**config.mk**
```make
export PLATFORM = sky130hd
export DESIGN_NAME = dma_irq_status
export DESIGN_NICKNAME = d
export VERILOG_FILES = /design/src/rtl/dma_irq_pkg.sv /design/src/rtl/dstat_event_map.sv /design/src/rtl/dstat_event_cell.sv /design/src/rtl/dstat_read_guard.sv /design/src/rtl/dma_irq_status.sv
export SDC_FILE = /design/constraint.sdc
export NUM_CORES = 1
export LEC_CHECK = 0
export ABC_AREA = 1
export BUFFER_PORTS_ARGS = -buffer_cell sky130_fd_sc_hd__clkbuf_2
export CAP_MARGIN = 20
export CORE_ASPECT_RATIO = 1.2
export CORE_UTILIZATION = 48
export DETAILED_ROUTE_END_ITERATION = 10
export PLACE_DENSITY = 0.73
export RECOVER_POWER = 50
export SYNTH_ARGS = -nofsm -noshare
export SYNTH_HDL_FRONTEND = slang
export SYNTH_SLANG_ARGS = --single-unit
```
**constraint.sdc**
```tcl
create_clock -name clk -period 1.35 [get_ports clk]
set_input_delay 0.27 -clock clk [delete_from_list [all_inputs] [get_ports clk]]
set_output_delay 0.27 -clock clk [all_outputs]
set_load 0.05 [all_outputs]
```
**src/rtl/dma_irq_pkg.sv**
```systemverilog
package dma_irq_pkg;

    localparam int STAT_W       = 8;
    localparam int BIT_ILLEGAL  = 0;
    localparam int BIT_RSVD     = 1;
    localparam int BIT_SCRIPT   = 2;
    localparam int BIT_STEP     = 3;
    localparam int BIT_ABORT    = 4;
    localparam int BIT_BUSFAULT = 5;
    localparam int BIT_MPAR     = 6;
    localparam int BIT_FIFOMT   = 7;

    // bits that are sticky, stacked and able to interrupt
    localparam logic [STAT_W-1:0] IRQ_BITS = 8'b0111_1101;

    // per-bit cell state: {visible bit, stacked event}
    typedef enum logic [1:0] {
        CELL_IDLE    = 2'b00,
        CELL_REFILL  = 2'b01,
        CELL_SET     = 2'b10,
        CELL_STACKED = 2'b11
    } cell_state_t;

    typedef struct packed {
        logic fifo_empty;
        logic mpar;
        logic bus_fault;
        logic abort;
        logic step;
        logic script;
        logic rsvd;
        logic illegal;
    } dstat_view_t;

    function automatic logic cell_visible(cell_state_t s);
        return (s == CELL_SET) || (s == CELL_STACKED);
    endfunction

endpackage

```
**src/rtl/dstat_event_map.sv**
```systemverilog
module dstat_event_map
    import dma_irq_pkg::*;
(
    input  logic              ev_illegal,
    input  logic              ev_script,
    input  logic              ev_step,
    input  logic              ev_abort,
    input  logic              ev_par_det,
    input  logic              ev_tgt_perr,
    input  logic              ev_bad_addr,
    input  logic              ev_tgt_abort,
    input  logic              is_master,
    input  logic              par_chk_en,
    output logic [STAT_W-1:0] ev_vec
);

    always_comb begin
        ev_vec               = '0;
        ev_vec[BIT_ILLEGAL]  = ev_illegal;
        ev_vec[BIT_SCRIPT]   = ev_script;
        ev_vec[BIT_STEP]     = ev_step;
        ev_vec[BIT_ABORT]    = ev_abort;
        ev_vec[BIT_BUSFAULT] = is_master & (ev_bad_addr | ev_tgt_abort);
        ev_vec[BIT_MPAR]     = is_master & par_chk_en & (ev_par_det | ev_tgt_perr);
    end

endmodule

```
**src/rtl/dstat_event_cell.sv**
```systemverilog
module dstat_event_cell
    import dma_irq_pkg::*;
(
    input  logic clk,
    input  logic rst,
    input  logic ev,
    input  logic rd,
    output logic bit_o
);

    cell_state_t state_q, state_d;

    always_comb begin
        state_d = state_q;
        unique case (state_q)
            CELL_IDLE:    state_d = ev ? CELL_SET : CELL_IDLE;
            CELL_SET:     if (rd) state_d = ev ? CELL_REFILL : CELL_IDLE;
                          else    state_d = ev ? CELL_STACKED : CELL_SET;
            CELL_STACKED: state_d = rd ? CELL_REFILL : CELL_STACKED;
            CELL_REFILL:  state_d = ev ? CELL_STACKED : CELL_SET;
            default:      state_d = CELL_IDLE;
        endcase
    end

    always_ff @(posedge clk) begin
        if (rst) state_q <= CELL_IDLE;
        else     state_q <= state_d;
    end

    assign bit_o = cell_visible(state_q);

    assert_clear_on_read_R6: assert property (@(posedge clk) disable iff (rst)
        (rd && bit_o) |=> !bit_o);

    assert_stack_return_R7: assert property (@(posedge clk) disable iff (rst)
        (rd && bit_o && ev) |-> ##2 bit_o);

    assert_no_spont_set_R1: assert property (@(posedge clk) disable iff (rst)
        (!bit_o && state_q != CELL_REFILL && !ev) |=> !bit_o);

endmodule

```
**src/rtl/dstat_read_guard.sv**
```systemverilog
module dstat_read_guard #(
    parameter int MIN_GAP = 12
) (
    input  logic clk,
    input  logic rst,
    input  logic rd_any,
    output logic rd_err
);

    localparam int CNT_W = $clog2(MIN_GAP + 1);
    localparam logic [CNT_W-1:0] GAP_C = CNT_W'(MIN_GAP);

    logic [CNT_W-1:0] since_q;
    logic             busy;

    assign busy = since_q < GAP_C;

    always_ff @(posedge clk) begin
        if (rst) begin
            since_q <= GAP_C;
            rd_err  <= 1'b0;
        end else begin
            rd_err <= rd_any & busy;
            if (rd_any)           since_q <= CNT_W'(1);
            else if (busy)        since_q <= since_q + CNT_W'(1);
        end
    end

    assert_window_opens_R10: assert property (@(posedge clk) disable iff (rst)
        rd_any |=> busy);

endmodule

```
**src/rtl/dma_irq_status.sv**
```systemverilog
module dma_irq_status
    import dma_irq_pkg::*;
#(
    parameter int MIN_GAP = 12
) (
    input  logic              clk,
    input  logic              rst,
    input  logic              rd_stb,
    input  logic              sib_rd_stb,
    input  logic              ev_illegal,
    input  logic              ev_script,
    input  logic              ev_step,
    input  logic              ev_abort,
    input  logic              ev_par_det,
    input  logic              ev_tgt_perr,
    input  logic              ev_bad_addr,
    input  logic              ev_tgt_abort,
    input  logic              is_master,
    input  logic              par_chk_en,
    input  logic              fifo_empty,
    input  logic              mask_we,
    input  logic [STAT_W-1:0] mask_wdata,
    output logic [STAT_W-1:0] rd_data,
    output logic              irq,
    output logic              rd_err
);

    logic [STAT_W-1:0] ev_vec;
    logic [STAT_W-1:0] stat;
    logic [STAT_W-1:0] mask_q;
    dstat_view_t       view;

    dstat_event_map u_map (
        .ev_illegal   (ev_illegal),
        .ev_script    (ev_script),
        .ev_step      (ev_step),
        .ev_abort     (ev_abort),
        .ev_par_det   (ev_par_det),
        .ev_tgt_perr  (ev_tgt_perr),
        .ev_bad_addr  (ev_bad_addr),
        .ev_tgt_abort (ev_tgt_abort),
        .is_master    (is_master),
        .par_chk_en   (par_chk_en),
        .ev_vec       (ev_vec)
    );

    for (genvar i = 0; i < STAT_W; i++) begin : g_bit
        if (IRQ_BITS[i]) begin : g_cell
            dstat_event_cell u_cell (
                .clk   (clk),
                .rst   (rst),
                .ev    (ev_vec[i]),
                .rd    (rd_stb),
                .bit_o (stat[i])
            );
        end else begin : g_tie
            assign stat[i] = 1'b0;
        end
    end

    always_ff @(posedge clk) begin
        if (rst)          mask_q <= '0;
        else if (mask_we) mask_q <= mask_wdata & IRQ_BITS;
    end

    always_comb begin
        view            = dstat_view_t'(stat);
        view.fifo_empty = fifo_empty;
        view.rsvd       = 1'b0;
    end

    assign rd_data = view;
    assign irq     = |(stat & mask_q & IRQ_BITS);

    dstat_read_guard #(.MIN_GAP(MIN_GAP)) u_guard (
        .clk    (clk),
        .rst    (rst),
        .rd_any (rd_stb | sib_rd_stb),
        .rd_err (rd_err)
    );

    assert_par_gate_R3: assert property (@(posedge clk) disable iff (rst)
        (!par_chk_en && !stat[BIT_MPAR] && !$past(rd_stb)) |=> !stat[BIT_MPAR]);

    assert_masked_quiet_R8: assert property (@(posedge clk) disable iff (rst)
        (mask_q == '0) |-> !irq);

endmodule

```
# == After elaboration in Yosys (flattened, before gate mapping) ==
# Cells that the tools add are included.
# totals
latchBits,0
output_inout_bits,10
elab_cells,86
input_bits,24
mem_bits_rw,0
rom_bits,0
mem_count,0
ff_bits,23
# classes
n_mux,33
add_sub_neg,1
eq_ne,18
reduce_logical,15
div_mod_pow,0
magnitude_cmp,1
n_shift,0
mul,0
n_bitwise,8
# ops
operator,count
$pmux 2 s4,6
$mux 2,13
$eq 2x2->1 const B,12
$eq 2x1->1 const B,6
$logic_not 2->1,6
$mux 1,12
$mux 4,2
$and 7x7->7,1
$logic_or 1x1->1,6
$reduce_or 6->1,1
$add 4x1->4 const B,1
$and 1x1->1,4
$lt 4x4->1 const B,1
$or 1x1->1,3
$reduce_bool 2->1,1
$reduce_or 2->1,1

# == Logic depth before layout (Yosys ltp) ==
# depth
ltp_word,5
ltp_mapped,5
mapped_depth_nobuf,5

# == By module ==
# From an unflattened synthesis, not the netlist that was laid out.
# unflattened
hier_cells,155
area_unflattened_um2,1073.5
# modules_own_cells
module,area_each_um2,seq_area_each_um2,instances,cells_each
dstat_event_cell,85.1,40.0,6,12
dma_irq_status,269.0,120.1,1,41
dstat_read_guard,222.7,100.1,1,29
dstat_event_map,71.3,0.0,1,13

# == Least setup slack after synthesis ==
# Ideal clock, no wire load.
# synth_timing
path_type,register to output
start,reg g_bit[5].g_cell.u_cell.state_q[1]
end,out irq
arrival_ns,0.840
setup_slack_ns,0.240
path_buffers,0
required_time_ns,1.080
stages_incl_launch_ff,5
cell_sequence,dfxtp_1 > nand2_1 > nand2_1 > nor2_1 > nand2_1
# synth_between
elab_chain_cells,4
elab_cells_between_ends,5
classes_between,eq/ne: 2; bitwise: 1; reduce/logical: 2
# synth_lines
item,line,source
"start, declared",dstat_event_cell.sv:11,"cell_state_t state_q, state_d;"
"start signal, assigned",dstat_event_cell.sv:27,else state_q <= state_d;
$eq 2x2->1,dma_irq_pkg.sv:36,return (s == CELL_SET) || (s == CELL_STACKED);
$logic_or 1x1->1 (*),dma_irq_pkg.sv:36,
$and 7x7->7 (*),dma_irq_status.sv:73,assign irq = |(stat & mask_q & IRQ_BITS);
$reduce_or 6->1 (*),dma_irq_status.sv:73,
"end, declared",dma_irq_status.sv:24,"output logic irq,"
# Mark *: on every way between the ends. The rest lies on a longest branch, timed or not.

# == Worst setup path in the final report ==
# layout_timing
start,reg mask_q[3]
end,out irq
# layout_between
elab_chain_cells,2
# layout_lines
item,line,source
"start, declared",dma_irq_status.sv:30,logic [STAT_W-1:0] mask_q;
"start signal, assigned",dma_irq_status.sv:63,else if (mask_we) mask_q <= mask_wdata & IRQ_BITS;
$and 7x7->7,dma_irq_status.sv:73,
$reduce_or 6->1,dma_irq_status.sv:73,
# No other way between the ends.

==> metrics.log <==
INFO  metric status = finished, violations left
INFO  metric failed_checks = design-rule violations, negative setup slack
INFO  metric tns = -0.0576 ns
INFO  metric port_buffers = 28
INFO  metric netlist.area_leader.share = approximately 45%
INFO  metric grt_pass1_vias = 825
INFO  metric die_w = about 44 um
INFO  metric mappedNetlistNets = 170
INFO  metric fin_ws = -0.0576 ns
INFO  metric setup_violations = 1
INFO  metric total_power = 0.00141 W
INFO  metric crit_slowest_cell = sky130_fd_sc_hd__dfxtp_2
INFO  metric crit_path_max_incr_delay = between 0.3 and 0.4 ns
INFO  metric final_antenna_net_count = 0
INFO  metric tritoncts_clock_tree = yes
INFO  metric power.ir.vdd_worst = between 600 and 700 uV
INFO  metric ys_warn_count = 0
INFO  metric cts_sinks = 23
INFO  metric grt_pass1_wl = about 3200 um
INFO  metric clk_latency = 0.31 ns
INFO  metric post-place-cells = around 190
INFO  metric synthCells = 145
INFO  metric ys_ff_latch = 23
INFO  metric syn_avg_cell_area = slightly above 7 um2
INFO  metric layout-area-overhead-vs-synth = 17.8%
INFO  metric cts.reportedPaths.clkPinSlew = 0.13 ns
INFO  metric initial_core_utilization = between 50 and 60%
INFO  metric antenna_found_initial = 0
INFO  metric hold_path.class = primary input to flip-flop
INFO  metric max-clock-path-buffers = 2
INFO  metric drt_drc_violations_left = 3
INFO  metric clock_root_cell = sky130_fd_sc_hd__clkbuf_4
INFO  metric gpl.final_weighted_congestion = 0.749
INFO  metric drt_iter0_drc = 13
INFO  metric crit_path_frequent_cell = sky130_fd_sc_hd__nand2_2
INFO  metric floorplan.die_area = 2330 um2
INFO  metric synth-seq-area-share = between 40% and 50%
INFO  metric post_route_cells_drive_above_1_share = 33.3%
INFO  metric cts_max_level = 1
INFO  metric pin_count_of_the_biggest_net_entering_global_routing = 20
INFO  metric detailedPlace.worstSlack = 0.175 ns
INFO  metric via_count = 926
INFO  metric placement_rows = 18
INFO  metric drt-vias-per-instance = about 4.7
INFO  metric worst_clock_skew = about 0.00094 ns
INFO  metric min_period_over_period = 104%
INFO  metric cp_data_arrival_time = between 1 and 1.5 ns
INFO  metric syn_area = 1030 um2
INFO  metric path_cells = nand2_2, nand2_2, nor2_2, nand2_2, buf_8
INFO  metric io-pin-count = 34
INFO  metric place_hpwl = 1470 um
INFO  metric final_max_slew_viol_count = 0
INFO  metric max_freq = roughly 700 MHz
INFO  metric detail_route.first_pass.iterations = 7
INFO  metric maxCapViolations = 0
INFO  metric endpoint_kind = output pin
INFO  metric holdWs = roughly 0.16 ns
INFO  metric critical_setup_path_kind = flip-flop to output pin
INFO  metric fp.dieH = about 53 um
INFO  metric antenna_cells = 0
INFO  metric routed_wirelength = slightly below 2000 um
INFO  metric number_of_buffers_inserted_during_clock_tree_synthesis = 3
INFO  metric grt_util_all_layers = 18.7%
INFO  metric post-synth-top-area-cell = sky130_fd_sc_hd__dfxtp_1
INFO  metric synth_area_leaders = sky130_fd_sc_hd__dfxtp_1 (45%), sky130_fd_sc_hd__nand2_1 (13%), sky130_fd_sc_hd__nor2_1 (7.3%)
INFO  metric cp-start-kind = flip-flop
INFO  metric maximum_fanout_along_the_worst_path = 2
INFO  metric layout.cells.non_filler = 195
INFO  metric rsz0062_at_grt = yes
INFO  metric route.detailed.wl_per_inst = 9.91 um
INFO  metric postCtsHoldBufs = 0
INFO  metric critical_path_required = around 1.1 ns
INFO  metric finalNetCount = 191
INFO  metric core_area = 2050 um2
INFO  metric powerDensity = between 1000 and 1500 nW/um2
INFO  metric r2r_setup_slack = 0.28 ns
INFO  metric ys_types = 19
INFO  metric power.leakage = between 0.6 and 0.7 nW
INFO  metric fin_crit = between 1 and 1.5 ns
INFO  metric hold_violations = 0
INFO  metric globalRoute.totalOverflow = 0
[per-layer routing]
metal	up-vias	track usage, %	wire, um
met5	-	0	0
met3	5	2.41	77
met1	416	19.9	792
met4	0	14.1	48
li1	480	-	-
met2	25	32.8	1020
[power breakdown]
group	internal, W	total [W]	switching, W
clock	0.000111	0.000318	0.000207
sequential	0.000731	0.000770	0.0000389
combinational	0.000117	0.000318	0.000200
[cells in the mapped netlist (all sizes together)]
cell and count:
nand2 36, nor3 4, or2 1, ha 1
clkbuf 7, nor2 20, inv 13, conb 1
buf 9, nand3 6, o21ai 10, dfxtp 23
a21oi 14
[stage by stage]
step / utilization (%) / area [um2]
5_1_grt: 59.1 / 1210
2_1_floorplan: - / 1030
3_3_place_gp: 54.4 / 1110
6_report: 59.1 / 1210
4_1_cts: 57.9 / 1190
3_5_place_dp: 54.4 / 1110
[cell usage in the layout (no fill, tap or decap), types with 2 or more instances in the layout]
cell type                   n
sky130_fd_sc_hd__dfxtp_2    6
sky130_fd_sc_hd__a21oi_2    2
sky130_fd_sc_hd__nor3_1     4
sky130_fd_sc_hd__o21ai_1    5
sky130_fd_sc_hd__inv_1     12
sky130_fd_sc_hd__nand3_1    6
sky130_fd_sc_hd__o21ai_0    3
sky130_fd_sc_hd__clkbuf_4   7
sky130_fd_sc_hd__nand2_2    5
sky130_fd_sc_hd__nand2_1   31
sky130_fd_sc_hd__dfxtp_1   16
sky130_fd_sc_hd__nor2_1    19
sky130_fd_sc_hd__clkbuf_2  23
sky130_fd_sc_hd__a21oi_1   12
sky130_fd_sc_hd__o21ai_2    2
sky130_fd_sc_hd__buf_4      4
[path summary, 6_finish.rpt]
path,from,to,cells after the start
hold / removal,ev_illegal,g_bit[0].g_cell.u_cell.state_q[1],3
hold reg to reg,g_bit[6].g_cell.u_cell.state_q[0],g_bit[6].g_cell.u_cell.state_q[0],2
setup reg to reg,u_guard.since_q[0],u_guard.since_q[2],4
setup / recovery,mask_q[3],irq,5
[state kept, by name (all words and copies together) (netlist names)]
signal	flops
u_guard.rd_err	1
mask_q	6
u_guard.since_q	4
g_bit.g_cell.u_cell.state_q	12
[cell families after synthesis]
family | Yosys count | share of synthesized area, %
other | 1 | 0.365
DFF | 23 | 44.8
adders and majority gates | 1 | 1.22
AOI/OAI and AO/OA | 24 | 13.1
buffers and inverters | 29 | 14.6
and+or+nand+nor | 67 | 25.9
[critical path, delay by kind of cell (launching register included)]
kind / cells / cell delay (ns)
DFF: 1 / 0.35
and+or+nand+nor: 4 / 0.33
buffers and inverters: 1 / 0.15
[area by class of cell]
type | count | area (um2)
well taps | 30 | 37.5
multi-input cells | 93 | 433
fillers | 208 | 838
repair buffers | 32 | 190
clock buffers | 3 | 22.5
inverters | 13 | 51.3
clock inverters | 1 | 5.00
flip-flops and latches | 23 | 472
[what timing repair did]
action / CTS / global route
resized for setup: 10 / 15
setup endpoints to repair: 1 / 5
setup buffers: 3 / 0
pin swaps: 6 / 2
No activity file was read; power rests on OpenSTA's default activity.
